**src/rtl/ckb_pkg.sv**
```systemverilog
package ckb_pkg;
  localparam int NREG     = 8;
  localparam int OFF_CTRL = 0;
  localparam int OFF_DAY  = 4;
  localparam int IDXW     = $clog2(NREG);
  typedef logic [7:0] byte_t;
endpackage

```
**src/rtl/ckb_decode.sv**
```systemverilog
module ckb_decode #(
  parameter int AW = 19
) (
  input  logic                     bus_valid,
  input  logic                     bus_write,
  input  logic [AW-1:0]            bus_addr,
  output logic [ckb_pkg::NREG-1:0] reg_wr,
  output logic                     reg_rd,
  output logic [ckb_pkg::IDXW-1:0] reg_idx,
  output logic                     sram_req
);
  import ckb_pkg::*;
  logic in_window;
  assign in_window = &bus_addr[AW-1:IDXW];
  assign reg_idx   = bus_addr[IDXW-1:0];
  assign reg_rd    = bus_valid && in_window && !bus_write;
  assign sram_req  = bus_valid && !in_window;
  always_comb begin
    reg_wr = '0;
    if (bus_valid && in_window && bus_write) reg_wr[reg_idx] = 1'b1;
  end
endmodule

```
**src/rtl/ckb_ctrl.sv**
```systemverilog
module ckb_ctrl (
  input  logic       clk,
  input  logic       rst_n,
  input  logic       ctrl_wr,
  input  logic [7:0] wdata,
  input  logic       snap,
  input  logic [5:0] cnt_cent,
  output logic       w_q,
  output logic       r_q,
  output logic [5:0] cent_q,
  output logic       load_q
);
  logic clear_w, take_cent;
  assign clear_w   = ctrl_wr && w_q && !wdata[7];
  assign take_cent = clear_w && !wdata[6];

  always_ff @(posedge clk) begin
    if (!rst_n) begin
      w_q    <= 1'b0;
      r_q    <= 1'b0;
      cent_q <= '0;
      load_q <= 1'b0;
    end else begin
      load_q <= clear_w;
      if (ctrl_wr) begin
        w_q <= wdata[7];
        r_q <= wdata[6];
        if (take_cent) cent_q <= wdata[5:0];
      end else if (snap) begin
        cent_q <= cnt_cent;
      end
    end
  end

  assert_cent_keep_R5: assert property (@(posedge clk) disable iff (!rst_n)
    (ctrl_wr && (wdata[7] || wdata[6])) |=> $stable(cent_q));
  assert_load_cause_R4: assert property (@(posedge clk) disable iff (!rst_n)
    load_q |-> ($past(w_q) && !w_q));
  assert_no_load_r_R6: assert property (@(posedge clk) disable iff (!rst_n)
    (ctrl_wr && !w_q) |=> !load_q);
endmodule

```
**src/rtl/ckb_shadow.sv**
```systemverilog
module ckb_shadow #(
  parameter bit RO_TOP = 1'b0
) (
  input  logic       clk,
  input  logic       rst_n,
  input  logic       wr,
  input  logic [7:0] wdata,
  input  logic       snap,
  input  logic [7:0] cnt_byte,
  output logic [7:0] q
);
  logic [7:0] mask;
  generate
    if (RO_TOP) begin : g_ro
      assign mask = 8'h7F;
    end else begin : g_rw
      assign mask = 8'hFF;
    end
  endgenerate

  always_ff @(posedge clk) begin
    if (!rst_n)    q <= '0;
    else if (wr)   q <= wdata & mask;
    else if (snap) q <= cnt_byte & mask;
  end

  assert_frozen_R3: assert property (@(posedge clk) disable iff (!rst_n)
    (!snap && !wr) |=> $stable(q));
  assert_snap_R7: assert property (@(posedge clk) disable iff (!rst_n)
    (snap && !wr) |=> (q[6:0] == $past(cnt_byte[6:0])));
endmodule

```
**src/rtl/clkreg_bank.sv**
```systemverilog
module clkreg_bank #(
  parameter int AW = 19
) (
  input  logic          clk,
  input  logic          rst_n,
  input  logic          bus_valid,
  input  logic          bus_write,
  input  logic [AW-1:0] bus_addr,
  input  logic [7:0]    bus_wdata,
  output logic          bus_ready,
  output logic          rsp_valid,
  output logic [7:0]    rsp_data,
  output logic          sram_valid,
  output logic          sram_write,
  output logic [AW-1:0] sram_addr,
  output logic [7:0]    sram_wdata,
  input  logic [7:0]    sram_rdata,
  input  logic          tick,
  input  logic [63:0]   cnt_time,
  output logic          load_strobe,
  output logic [63:0]   load_time,
  input  logic          battery_ok
);
  import ckb_pkg::*;

  logic [NREG-1:0] reg_wr;
  logic            reg_rd;
  logic [IDXW-1:0] reg_idx;
  logic            w_q, r_q, load_q, snap;
  logic [5:0]      cent_q;
  byte_t           fld   [NREG];
  byte_t           rview [NREG];
  logic            rsp_q, rsp_sram_q;
  byte_t           rsp_reg_q;

  ckb_decode #(.AW(AW)) u_dec (
    .bus_valid(bus_valid), .bus_write(bus_write), .bus_addr(bus_addr),
    .reg_wr(reg_wr), .reg_rd(reg_rd), .reg_idx(reg_idx), .sram_req(sram_valid)
  );

  assign snap = tick && !w_q && !r_q && !load_q;

  ckb_ctrl u_ctrl (
    .clk(clk), .rst_n(rst_n), .ctrl_wr(reg_wr[OFF_CTRL]), .wdata(bus_wdata),
    .snap(snap), .cnt_cent(cnt_time[5:0]), .w_q(w_q), .r_q(r_q),
    .cent_q(cent_q), .load_q(load_q)
  );

  assign fld[OFF_CTRL] = {2'b00, cent_q};

  genvar gi;
  generate
    for (gi = 1; gi < NREG; gi++) begin : g_fld
      ckb_shadow #(.RO_TOP(gi == OFF_DAY)) u_sh (
        .clk(clk), .rst_n(rst_n), .wr(reg_wr[gi]), .wdata(bus_wdata),
        .snap(snap), .cnt_byte(cnt_time[8*gi +: 8]), .q(fld[gi])
      );
    end
    for (gi = 0; gi < NREG; gi++) begin : g_pack
      assign load_time[8*gi +: 8] = fld[gi];
      if (gi == OFF_CTRL) begin : g_c
        assign rview[gi] = {w_q, r_q, cent_q};
      end else if (gi == OFF_DAY) begin : g_d
        assign rview[gi] = {battery_ok, fld[gi][6:0]};
      end else begin : g_o
        assign rview[gi] = fld[gi];
      end
    end
  endgenerate

  always_ff @(posedge clk) begin
    if (!rst_n) begin
      rsp_q      <= 1'b0;
      rsp_sram_q <= 1'b0;
      rsp_reg_q  <= '0;
    end else begin
      rsp_q      <= reg_rd || (sram_valid && !bus_write);
      rsp_sram_q <= sram_valid;
      if (reg_rd) rsp_reg_q <= rview[reg_idx];
    end
  end

  assign bus_ready   = 1'b1;
  assign rsp_valid   = rsp_q;
  assign rsp_data    = rsp_sram_q ? sram_rdata : rsp_reg_q;
  assign load_strobe = load_q;
  assign sram_write  = bus_write;
  assign sram_addr   = bus_addr;
  assign sram_wdata  = bus_wdata;

  assert_rsp_follows_read_R9: assert property (@(posedge clk) disable iff (!rst_n)
    rsp_valid |-> $past(bus_valid && !bus_write));
endmodule

```
**config.mk**
```make
export PLATFORM = sky130hd
export DESIGN_NAME = clkreg_bank
export DESIGN_NICKNAME = d
export VERILOG_FILES = /design/src/rtl/ckb_pkg.sv /design/src/rtl/ckb_decode.sv /design/src/rtl/ckb_ctrl.sv /design/src/rtl/ckb_shadow.sv /design/src/rtl/clkreg_bank.sv
export SDC_FILE = /design/constraint.sdc
export NUM_CORES = 1
export LEC_CHECK = 0
export BUFFER_PORTS_ARGS = -buffer_cell sky130_fd_sc_hd__buf_2
export CORE_ASPECT_RATIO = 0.5
export CORE_MARGIN = 2
export CORE_UTILIZATION = 42
export CTS_CLUSTER_SIZE = 16
export DETAILED_ROUTE_END_ITERATION = 10
export HOLD_SLACK_MARGIN = 0.15
export PLACE_DENSITY = 0.77
export SLEW_MARGIN = 15
export SYNTH_ARGS = -nofsm -noshare
export SYNTH_HDL_FRONTEND = slang
export SYNTH_SLANG_ARGS = --single-unit
```
**constraint.sdc**
```tcl
create_clock -name clk -period 1.7 [get_ports clk]
set_clock_uncertainty 0.1 [all_clocks]
set_input_delay 0.17 -clock clk [delete_from_list [all_inputs] [get_ports clk]]
set_output_delay 0.17 -clock clk [all_outputs]
set_load 0.005 [all_outputs]
```
== Yosys cells after proc, flatten, opt, wreduce, memory -nomap -nowiden ==
Index checks and enable logic that the tools add are counted.
Widths: inputs -> output; s select.

* Bits in registers: 74
* Input port bits: 105
* Output and inout port bits: 104
* Logic and storage cells: 73

* Magnitude comparators: 3
* Equal/unequal tests: 1
* Muxes and demuxes: 24
* Bitwise logic cells: 1
* Reduce and logical (&&, ||, !) cells: 30

{| class="wikitable"
|+ Operator list
! operator !! count
|-
| $mux 8 || 16
|-
| $bmux 8 s3 || 1
|-
| $mux 6 || 3
|-
| $reduce_and 16->1 || 1
|-
| $reduce_bool 2->1 || 8
|-
| $mux 7 || 2
|-
| $logic_and 1x1->1 || 12
|-
| $logic_not 1->1 || 7
|-
| $ge 4x4->1 const B || 1
|-
| $lt 3x4->1 const B || 1
|-
| $not 3->4 || 1
|-
| $demux 1 s3 || 1
|-
| $ge 3x1->1 const B || 1
|-
| $ne 2x1->1 const B || 1
|-
| $reduce_and 2->1 || 1
|-
| $logic_or 1x1->1 || 1
|-
| $mux 1 || 1
|}

== Longest topological paths before layout ==
* Depth in word-level cells: 10
* Mapped depth: 7
* Gate-level depth less buffers: 5

== Modules after synthesis ==
Synthesis repeated with hierarchy kept, for this count alone.

* Cell total of the unflattened synthesis: 438
* Area total of the unflattened synthesis: 4874.7 µm²

{| class="wikitable"
|+ By module, submodules not included
! module !! times used !! cells an instance !! area each (µm²) !! seq. area each (µm²)
|-
| ckb_shadow at g_fld[1].u_sh ... || 6 || 35 || 440.4 || 160.2
|-
| clkreg_bank || 1 || 130 || 1192.4 || 200.2
|-
| ckb_ctrl || 1 || 39 || 444.2 || 180.2
|-
| ckb_shadow at g_fld[4].u_sh || 1 || 32 || 386.6 || 140.1
|-
| ckb_decode || 1 || 27 || 209.0 || 0.0
|}

== Worst setup path before layout ==
Ideal clock, no wire load.

* Path type: register to register
* Start: register u_ctrl.w_q
* End: register u_ctrl.cent_q[1]
* Setup time: 0.116 ns
* Arrival: 1.419 ns
* Data required time: 1.484 ns
* Setup slack: 0.066 ns
* Cell stages (with the launch flop): 7
* Buffers on the path: 2
* Period minus slack after synthesis: 1.634 ns
* Cell sequence: dfxtp_1 -> nor4b_1 -> buf_2 -> buf_2 -> mux2i_1 -> nand2_1 -> and3_1

* Longest elaborated chain between the ends: 6
* Elaborated cells on any way between the ends: 10
* Those cells by class: eq/ne (1); reduce/logical (9)

{| class="wikitable"
|+ RTL lines
! element !! line !! RTL
|-
| start: declaration || ckb_ctrl.sv:8 || <nowiki>output logic w_q,</nowiki>
|-
| start signal: assignment || ckb_ctrl.sv:26 || <nowiki>w_q <= wdata[7];</nowiki>
|-
| $logic_not 1->1 || clkreg_bank.sv:41 || <nowiki>assign snap = tick && !w_q && !r_q && !load_q;</nowiki>
|-
| $logic_and 1x1->1 (3 in series) || clkreg_bank.sv:41 ||
|-
| $reduce_bool 2->1 (no source line) || - ||
|-
| $reduce_and 2->1 (no source line) * || - ||
|-
| end signal: assignment || ckb_ctrl.sv:28 || <nowiki>if (take_cent) cent_q <= wdata[5:0];</nowiki>
|-
| end signal: assignment || ckb_ctrl.sv:30 || <nowiki>cent_q <= cnt_cent;</nowiki>
|-
| end: declaration || ckb_ctrl.sv:10 || <nowiki>output logic [5:0] cent_q,</nowiki>
|}

Mark *: on every way between the ends. The rest lies on a longest branch, timed or not.
A chain may end at the register's enable or synchronous reset.

== Worst setup path after layout ==
* Start: register u_ctrl.r_q
* End: register g_fld[3].u_sh.q[5]

* Longest elaborated chain between the ends: 4

{| class="wikitable"
|+ RTL lines
! element !! line !! RTL
|-
| start: declaration || ckb_ctrl.sv:9 || <nowiki>output logic r_q,</nowiki>
|-
| start signal: assignment || ckb_ctrl.sv:27 || <nowiki>r_q <= wdata[6];</nowiki>
|-
| $logic_not 1->1 || clkreg_bank.sv:41 ||
|-
| $logic_and 1x1->1 (2 in series) || clkreg_bank.sv:41 ||
|-
| $reduce_bool 2->1 (no source line) || - ||
|-
| end signal: assignment || ckb_shadow.sv:23 || <nowiki>else if (wr) q <= wdata & mask;</nowiki>
|-
| end signal: assignment || ckb_shadow.sv:24 || <nowiki>else if (snap) q <= cnt_byte & mask;</nowiki>
|-
| end: declaration || ckb_shadow.sv:10 || <nowiki>output logic [7:0] q</nowiki>
|}

Every way passes these cells.

==> summary.txt <==
Global routing
  • Largest net degree at the start of global routing: 50
  • All-layer global routing usage: between 20 and 30%
  • First-pass GRT wire length: 25,000 um
  • Total gr overflow: 0
  • Initial antenna violation count: 1
  • Vias in the first global route: between 4,000 and 5,000

Finish
  • Area Growth Syn to Fin: 51.0%
  • FF+latch area: about 1500 um2
  • Nets: between 800 and 900
  • Layout cell share with drive strength beyond 1: around 41%
  • Fillcell total: ~750
  • Multi-input gate area: around 2500 um2
  • Fin area: approximately 6600 um2
  • Final Util: between 60 and 70%

STA
  • Final Worst Setup Slack: -0.185 ns
  • Crit path time final: roughly 1.9 ns
  • Final hold vios: 0
  • Hold slack: 0.187 ns
  • Unrepaired setup endpoints after global routing: yes
  • Slew Viols, Final: 0
  • Final Cycle Share: 111%
  • F_max: 531 MHz
  • Setup violators final: 36
  • Post-Route Setup TNS: -1.27 ns

Synthesis
  • Area contributors post-synth: dfxtp_1, mux2i_1, o211a_1
  • Post-synthesis sequential area ratio: 34.1%
  • Top FF cell, synth: dfxtp_1
  • Post-synth top area cell: dfxtp_1
  • Synth Instances: around 460
  • Mean post-synth cell area: approximately 9.5 um2
  • #FFs+latches synth: 74
  • Yosys warns: 0
  • Netlist Area Pre-Place: roughly 4300 um2
  • Top cell type's share of synthesized area: 34.1%
  • Asr flop ratio synth: 0%
  • Most common library cells after synthesis: nand2_1, dfxtp_1, mux2i_1
  • Number of library cell types mapped by synthesis: 40
  • Number of flops mapped to enable cells by yosys: 0
  • Count leader, synth: nand2_1

Setup path
  • Crit path DAT: 2.02 ns
  • Req. time, crit path: roughly 1.8 ns
  • Capturing element type of the critical path: register
  • Worst-path fanout max: 10
  • Startpoint Class: register
  • Critical path class: reg -> reg

Routing
  • Initial drt markers: between 700 and 800
  • WL final: 18,800 um
  • WL per Instance: approximately 22 um
  • Post-DRT Antenna Nets: 0
  • Vias per cell: approximately 6
  • Final routed DRC violation total: 0
  • DRT Pass-1 Iters: 6
  • Via count: 5,107

Clocking
  • H-tree levels: 3
  • CTS Sinks: 74
  • Clk buf depth: 2
  • Clock transition at the registers of the reported paths: about 0.06 ns
  • Worst skew pair latency: 0.35 ns
  • CTS Buf Count: 9
  • Root Buffer Master: clkbuf_16
  • CTS tree: yes

Power and ir drop
  • Power Density: about 770 nW/um2
  • P_leak: between 3 and 4 nW
  • Peak supply drop: 0.000603 V

Floorplanning
  • Initial Util: a little over two fifths
  • # rows: 26
  • Die height: about 76 um
  • Io pins: 209
  • Die area: between 10,000 and 15,000 um2
  • Core ar.: 10,100 um2
  • Width of the die: roughly 150 um

Hold path
  • Worst Hold Class: in -> reg

Place
  • HPWL after detailed placement: 10,700 um
  • IO buf count: 201
  • Routability congestion estimate from global placement: between 0.9 and 1
  • Placed Instance Area: around 5500 um2

Run
  • Max_cap viols: 0

Status
  • Failing checks: setup timing
  • Status: finished with violations
-- per-layer routing --
layer / track usage [%] / part of all wire [%] / wire length, um
met1: 37.1 / 38 / 7060
met4: 13.7 / 6.4 / 1200
met5: 0 / 0 / 0
met2: 47.3 / 43 / 8130
met3: 5.30 / 13 / 2370
-- worst paths after layout --
path	start	endpoint	slack (ns)	cells after the start
worst max register to register	u_ctrl.r_q$_SDFFE_PN0P_	g_fld[3].u_sh.q[5]$_SDFFE_PN0P_	-0.18	6
worst min-delay path	bus_wdata[2]	g_fld[7].u_sh.q[2]$_SDFFE_PN0P_	0.19	2
worst max-delay path	u_ctrl.r_q$_SDFFE_PN0P_	g_fld[3].u_sh.q[5]$_SDFFE_PN0P_	-0.18	6
worst min register to register	u_ctrl.r_q$_SDFFE_PN0P_	u_ctrl.r_q$_SDFFE_PN0P_	0.45	2
-- cell usage in the layout (no fill, tap or decap), types with 2 or more instances in the layout --
cell type,instances
mux2i_1,70
o21ai_0,10
mux4_2,8
buf_2,201
o211a_1,55
a21boi_0,2
nand2_1,78
clkbuf_8,2
clkbuf_16,11
nor2b_1,4
conb_1,4
a21oi_1,12
clkbuf_1,2
nand3_1,3
buf_4,35
and2_1,2
dlygate4sd3_1,64
bufinv_16,2
and3_1,5
mux2i_2,4
buf_12,5
o211ai_1,2
mux2_2,13
a221oi_1,2
dfxtp_1,72
dfxtp_2,2
nor2_1,7
nand4_1,11
a22oi_1,2
-- registers in the layout, indices dropped and copies added (netlist names) --
| register | cells |
|---|---|
| u_ctrl.w_q | 1 |
| rsp_sram_q | 1 |
| g_fld.u_sh.q | 55 |
| u_ctrl.r_q | 1 |
| rsp_reg_q | 8 |
| rsp_valid | 1 |
| u_ctrl.load_q | 1 |
| u_ctrl.cent_q | 6 |
-- metrics by stage --
stage | std cells | power [mW] | worst slack [ns]
6_report | 851 | 5.06 | -0.185
2_1_floorplan | 458 | 2.39 | 0.0659
5_1_grt | 851 | 5.16 | -0.137
3_3_place_gp | 768 | 2.74 | -0.0381
3_5_place_dp | 768 | 2.76 | -0.114
4_1_cts | 847 | 4.93 | -0.00457
-- report_power, final --
part	leakage [nW]	switching, mW	total [mW]	internal (mW)
clock	0.156	0.743	2.10	1.36
combinational	2.94	0.493	1.04	0.550
sequential	0.610	0.0955	1.92	1.82
-- timing repair --
action,CTS,global route
hold buffers,64,0
pin swaps,1,4
endpoints found under the hold margin,63,0
cloned,0,2
gates resized for setup,1,10
endpoints found under the setup margin,2,56
setup buffers,0,1
-- worst max-delay path, cell delays in order, from the launching register on --
cell and delay, ns:
dfxtp_2 0.34, nor4b_4 0.32, buf_6 0.23, buf_12 0.18, mux2i_1 0.27, nand2_1 0.15
o211a_1 0.18
-- kinds of logic (layout without fill, tap and decap cells) --
kind of cell / Yosys count / in the layout / share of synthesized area (%)
and+or+nand+nor: 124 / 124 / 14.2
muxes: 95 / 95 / 24.6
AOI/OAI and AO/OA: 88 / 88 / 17.3
DFF: 74 / 74 / 34.1
buffers and inverters: 73 / 325 / 9.62
other: 2 / 5 / 0.173
-- area by class of cell --
type,instances,share of cell area (%)
Inverter,1,0.0572
Timing Repair Buffer,309,31.8
Clock buffer,13,3.97
Clock inverter,2,0.916
Multi-Input combinational cell,311,37.9
Antenna cell,1,0.0382
Tap cell,140,2.67
Sequential cell,74,22.6
Power figures use the tool's default switching activity.
